### src/rtl/bitpack_pkg.sv
package bitpack_pkg;

  // Strobes sent from the control unit to the datapath
  typedef struct packed {
    logic loadEn;   // write the parallel word into the register
    logic stepEn;   // apply one compaction step
  } strobe_t;

endpackage

### src/rtl/bitpack_datapath.sv
module bitpack_datapath
  import bitpack_pkg::*;
#(
  parameter int WIDTH = 8
) (
  input  logic             clk,
  input  logic             rst,
  input  strobe_t          strobes,
  input  logic [WIDTH-1:0] loadData,
  output logic [WIDTH-1:0] regQ,
  output logic             nextCompact
);

  logic [WIDTH-1:0] moveFlag;   // bit i leaves position i this step
  logic [WIDTH-1:0] stepNext;   // register value after one step

  // Move rule: a bit drops when it is set and the position below is empty.
  genvar g;
  generate
    for (g = 0; g < WIDTH; g++) begin : gen_move
      if (g == 0) begin : g_floor
        assign moveFlag[g] = 1'b0;
      end else begin : g_upper
        assign moveFlag[g] = regQ[g] & ~regQ[g-1];
      end
    end

    for (g = 0; g < WIDTH; g++) begin : gen_next
      if (g == WIDTH - 1) begin : g_top
        assign stepNext[g] = regQ[g] & ~moveFlag[g];
      end else begin : g_mid
        assign stepNext[g] = (regQ[g] & ~moveFlag[g]) | moveFlag[g+1];
      end
    end
  endgenerate

  // Look-ahead: after this step, would any bit still be able to move?
  assign nextCompact = ~|(stepNext[WIDTH-1:1] & ~stepNext[WIDTH-2:0]);

  always_ff @(posedge clk) begin
    if (rst) begin
      regQ <= '0;
    end else if (strobes.loadEn) begin
      regQ <= loadData;
    end else if (strobes.stepEn) begin
      regQ <= stepNext;
    end
  end

endmodule

### src/rtl/bitpack_control.sv
module bitpack_control
  import bitpack_pkg::*;
(
  input  logic    clk,
  input  logic    rst,
  input  logic    load,
  input  logic    start,
  input  logic    nextCompact,
  output strobe_t strobes,
  output logic    busy,
  output logic    done
);

  logic idle;

  assign idle = ~busy;

  // Load wins over start; both are honoured only while idle.
  always_comb begin
    strobes.loadEn = load & idle;
    strobes.stepEn = busy | (idle & start & ~load);
  end

  always_ff @(posedge clk) begin
    if (rst) begin
      busy <= 1'b0;
      done <= 1'b0;
    end else begin
      done <= strobes.stepEn & nextCompact;
      if (strobes.stepEn) begin
        busy <= ~nextCompact;
      end
    end
  end

endmodule

### src/rtl/bitpack_counter.sv
module bitpack_counter #(
  parameter int WIDTH    = 8,
  parameter int CNT_W    = 4,
  parameter bit COUNT_EN = 1'b1
) (
  input  logic [WIDTH-1:0] thermo,
  output logic [CNT_W-1:0] count
);

  generate
    if (COUNT_EN) begin : g_decode
      // Length of the run of ones that starts at bit 0
      always_comb begin
        logic runOn;
        runOn = 1'b1;
        count = '0;
        for (int i = 0; i < WIDTH; i++) begin
          runOn = runOn & thermo[i];
          if (runOn) begin
            count = CNT_W'(i + 1);
          end
        end
      end
    end else begin : g_none
      assign count = '0;
    end
  endgenerate

endmodule

### src/rtl/bitpack_compactor.sv
module bitpack_compactor
  import bitpack_pkg::*;
#(
  parameter int WIDTH    = 8,
  parameter bit COUNT_EN = 1'b1,
  localparam int CNT_W   = $clog2(WIDTH + 1)
) (
  input  logic             clk,
  input  logic             rst,
  input  logic             load,
  input  logic [WIDTH-1:0] loadData,
  input  logic             start,
  output logic [WIDTH-1:0] regOut,
  output logic             busy,
  output logic             done,
  output logic [CNT_W-1:0] countOut
);

  strobe_t strobes;
  logic    nextCompact;

  bitpack_control i_control (
    .clk         (clk),
    .rst         (rst),
    .load        (load),
    .start       (start),
    .nextCompact (nextCompact),
    .strobes     (strobes),
    .busy        (busy),
    .done        (done)
  );

  bitpack_datapath #(.WIDTH(WIDTH)) i_datapath (
    .clk         (clk),
    .rst         (rst),
    .strobes     (strobes),
    .loadData    (loadData),
    .regQ        (regOut),
    .nextCompact (nextCompact)
  );

  bitpack_counter #(.WIDTH(WIDTH), .CNT_W(CNT_W), .COUNT_EN(COUNT_EN)) i_counter (
    .thermo (regOut),
    .count  (countOut)
  );

endmodule

### config.mk
export PLATFORM = sky130hd
export DESIGN_NAME = bitpack_compactor
export DESIGN_NICKNAME = d
export VERILOG_FILES = /design/src/rtl/bitpack_pkg.sv /design/src/rtl/bitpack_datapath.sv /design/src/rtl/bitpack_control.sv /design/src/rtl/bitpack_counter.sv /design/src/rtl/bitpack_compactor.sv
export SDC_FILE = /design/constraint.sdc
export NUM_CORES = 1
export LEC_CHECK = 0
export ABC_AREA = 1
export BUFFER_PORTS_ARGS = -buffer_cell sky130_fd_sc_hd__buf_2
export CAP_MARGIN = 0
export CORE_AREA = 3 3 40 42
export DETAILED_ROUTE_END_ITERATION = 8
export DIE_AREA = 0 0 43 45
export GPL_TIMING_DRIVEN = 1
export HOLD_SLACK_MARGIN = 0.03
export PLACE_DENSITY = 0.79
export SLEW_MARGIN = 20
export SYNTH_ARGS = -nofsm -noshare
export SYNTH_HDL_FRONTEND = slang
export SYNTH_SLANG_ARGS = --single-unit
### constraint.sdc
create_clock -name clk -period 3.7 [get_ports clk]
set_input_delay 1.11 -clock clk [delete_from_list [all_inputs] [get_ports clk]]
set_output_delay 1.11 -clock clk [all_outputs]
set_load 0.01 [all_outputs]
After elaboration in Yosys (flattened, before gate mapping)
Index checks and enable logic that the tools add are counted.
{"block": "classes", "n_mux": 10, "bitwise_logic": 51, "n_reduce_logical": 3}
{"operator": "4-bit 2-to-1 mux", "count": 7}
{"operator": "1-bit bitwise AND", "count": 25}
{"operator": "8-bit 2-to-1 mux", "count": 2}
{"operator": "1-bit inverter", "count": 16}
{"operator": "1-bit OR", "count": 8}
{"operator": "7-bit bitwise AND", "count": 1}
{"operator": "7-bit inverter", "count": 1}
{"operator": "7-bit OR reduction", "count": 1}
{"operator": "2-bit nonzero test", "count": 1}
{"operator": "1-bit logical NOT", "count": 1}
{"operator": "1-bit 2-to-1 mux", "count": 1}
{"block": "totals", "register_bits": 10, "in_bits": 12, "elab_cells": 67}

Longest topological paths before layout
{"block": "logic_depth", "depth_word": 10, "depth_mapped": 8, "depth_no_buf": 8}

Cells and area by module
From an unflattened synthesis, not the netlist that was laid out.
{"block": "hier_totals", "cells_unflattened": 114, "hier_area_um2": 706.9}
{"mod": "bitpack_datapath", "instances": 1, "cells_per_inst": 76, "area_per_inst_um2": 498.0}
{"mod": "bitpack_counter", "instances": 1, "cells_per_inst": 24, "area_per_inst_um2": 121.4}
{"mod": "bitpack_control", "instances": 1, "cells_per_inst": 14, "area_per_inst_um2": 87.6}

Worst setup path after synthesis
Ideal clock, no wire load.
{"block": "synth_timing", "path_kind": "reg2out", "from": "reg i_datapath.regQ[2]", "to": "out countOut[0]", "arrival_time_ns": 0.986, "required_time_ns": 2.590, "setup_slack_ns": 1.604, "stages_incl_launch_ff": 7, "path_buffers": 0, "path_cell_list": "dfxtp_1 nand2_1 nor2_1 nand2_1 o21ai_0 o21ai_1 inv_1"}
{"block": "synth_between", "elab_chain_len": 7, "elab_cells_between_ends": 12, "cone_classes": "mux: 6; bitwise: 6"}
{"element": "start: declaration", "line_no": "bitpack_datapath.sv:10", "text": "output logic [WIDTH-1:0] regQ,"}
{"element": "start signal: assignment", "line_no": "bitpack_datapath.sv:44", "text": "regQ <= loadData;"}
{"element": "start signal: assignment", "line_no": "bitpack_datapath.sv:46", "text": "regQ <= stepNext;"}
{"element": "1-bit bitwise AND *", "line_no": "bitpack_counter.sv:18", "text": "runOn = runOn & thermo[i];"}
{"element": "4-bit 2-to-1 mux / 1-bit bitwise AND (equally long branches) (5 in a row)", "line_no": "bitpack_counter.sv:19, bitpack_counter.sv:18"}
{"element": "4-bit 2-to-1 mux *", "line_no": "bitpack_counter.sv:19", "text": "if (runOn) begin"}
{"element": "end: declaration", "line_no": "bitpack_compactor.sv:16", "text": "output logic [CNT_W-1:0] countOut"}
Every way passes the cells marked *; elsewhere a longest branch is shown, timed or not.

Final worst setup path
Ends and elaborated chain as after synthesis.

==> run summary <==
status - finished, final reports clean
CTS tree - done
Least-Margin Pin Slew - 0.377 ns
post-synth cell types - 15
post-synthesis sequential area ratio - 31.8%
worst hold path type - flop to flop
detailed placement HPWL - 1250 um
max_slew headroom - 74.9%
final setup fails - 0
I/O pins - 26
most frequent cell after synthesis - nand2_1
Pleak - 0.446 nW
# nets final - 146
Final period util - 69.5%
share of post-route cells with drive strength above 1 - 26.3%
Synth top area share - 31.8%
gr ovfl total - 0
post-cts hold buffer count - 0
CP cell instances - nand2_1 -> nor2_1 -> nand2_1 -> o21ai_1 -> inv_1 -> buf_2
Max Cap Violations - 0
clk_lat worst skew - 0.27 ns
ys flop type - dfxtp_1
clk_skew - 0.00282 ns
crit-path max cell delay - 0.43 ns
Vias/cell - 5.19
PortBufs - 25
post-CTS resize count - 0
Die Wd - 43 um
DRC violations left - 0
n_diodes - 0
clock buffer depth - 2
syn_nets - 117
die area - 0.00194 mm2
Cells on Worst Hold Path - 2
FP Rows - 13
routability cong. - 0.835
Min-Delay Endpoint - i_datapath.regQ[1]
largest cells by area after synthesis - dfxtp_1 32%, nand2_1 26%, nand3_1 7.2%
CP top delay family - simple AND/OR/NAND/NOR gates
gr usage total - 16.6%
Worst R2R Path Depth - 7
Worst path slowest cell - dfxtp_1
Critical Path End Type - primary output
fmax - 0.389 GHz
Root Driver - clkbuf_4
Cell Area, Synth - 629 um2
Post-synth top cells - 44 x nand2_1, 12 x inv_1, 10 x dfxtp_1, 9 x nand3_1, 8 x o21ai_0
critical path class - flop to primary output
R2R Path Start - i_datapath.regQ[2]
Synth warnings - 0
largest fanout on the critical path - 7
Synth area leader - dfxtp_1
area grow syn2layout - 27.4%
Core ar. - 0.00128 mm2
DR iter-0 viols - 22
Via Count - 768
crit path from - i_datapath.regQ[2]
router iterations before antenna repair - 4
Seq cells post-synth - 10
starting density of the core - 49.0%
WP data arrival - 1.46 ns
crit start category - flop
wire per inst - 10.9 um
H-tree depth - 1
first-pass GRT wire length - 2490 um
Hold Crit Start - i_datapath.regQ[1]
post-CTS setup buffer count - 0
ANT nets after route - 0
end of the worst register-to-register path - i_control.busy
Slew Viols, Final - 0
ys async rst share - 0%
cell area power density - 363 mW/mm2
clock slew at reported path FFs - 0.07 ns
Post-Place Cell Area - 766 um2
most used cell, CP - nand2_1
Hold Vio Cnt, Final - 0
initial antenna violation count - 0
largest net degree at the start of global routing - 11
fin crit period - 2.57 ns
Setup TNS - 0 ns
required time of the worst setup path - 2.59 ns
number of clock sinks - 10
Avg Inst Size Synth - 5.99 um2
Die H - 45 um
vias in the first global route - 616
EDFF count, synth - 0
routed wire length - 1620 um
CTS Buf Count - 3
flop-to-flop setup slack - 2.57 ns
RSZ-0062 raised after global routing - false
worst vdd ir - 251 uV
post-route cell area - 802 um2
Mapped Cells - 105
CP bufs+invs - 2
power by group:
part           internal (W)  switching (W)
Combinational     0.0000254      0.0000407
Clock             0.0000598      0.0000403
Sequential         0.000115     0.00000977
Total              0.000200      0.0000907
worst max path at each step:
| stage | end | slack (ns) | depth (start not counted) |
|---|---|---|---|
| finish | countOut[0] | 1.13 | 6 |
| global route | countOut[0] | 1.01 | 6 |
| CTS | countOut[0] | 1.14 | 6 |
| detailed placement | countOut[0] | 1.46 | 6 |
| global placement | countOut[0] | 1.54 | 6 |
| floorplan | countOut[0] | 1.60 | 6 |
flip-flops by register name, indices dropped and copies added (netlist names):
name / cells
i_datapath.regQ: 8
i_control.done: 1
i_control.busy: 1
area by class of cell:
type                       count  area [um2]
clock buffer                   4        36.3
fill                         134         483
inverter                      13        48.8
multi-input combinational     81         373
sequential                    10         200
tap                           15        18.8
timing repair buffer          25         125
cell families after synthesis:
| kind of cell | count (synthesis) | synth area share (%) |
|---|---|---|
| and+or+nand+nor | 65 | 45.5 |
| AOI/OAI and AO/OA | 16 | 13.7 |
| buffers and inverters | 14 | 8.95 |
| DFF | 10 | 31.8 |
cell usage in the layout, fill, tap and decap left out, drive strengths merged:
cell type | synthesis | layout
inv | 13 | 13
nor2 | 10 | 10
nor3 | 1 | 1
buf | 1 | 25
a21oi | 2 | 2
nand2 | 45 | 45
clkbuf | 0 | 4
nand3 | 9 | 9
a31oi | 5 | 5
o21ai | 9 | 9
dfxtp | 10 | 10
metal layers:
layer  vias up  part of all wire (%)  track usage (%)  wire (um)
met3         2                   8.0             5.58        130
li1        392                     -                -          -
met1       346                    44             20.7        707
met5         -                     0                0          0
met2        28                    48             27.2        777
met4         0                 0.062             4.82          1
worst reg2reg max path, cell delays in order, from the launching register on:
cell	delay, ns
dfxtp_1	0.43
nand2_1	0.16
nand2_1	0.13
nand2_1	0.06
nand2_1	0.07
inv_1	0.05
nor2_1	0.09
nor2_1	0.05
through the flow:
| step | cells | power (W) | hold WS, ns | setup slack [ns] | util [%] |
|---|---|---|---|---|---|
| floorplan | 105 | 0.000169 | 0.549 | 1.60 | - |
| global placement | 144 | 0.000193 | 0.545 | 1.54 | 59.6 |
| detailed placement | 144 | 0.000193 | 0.561 | 1.46 | 59.6 |
| CTS | 148 | 0.000293 | 0.572 | 1.14 | 62.4 |
| global route | 148 | 0.000307 | 0.597 | 1.01 | 62.4 |
| finish | 148 | 0.000291 | 0.573 | 1.13 | 62.4 |
(Power assumes the default switching activity.)
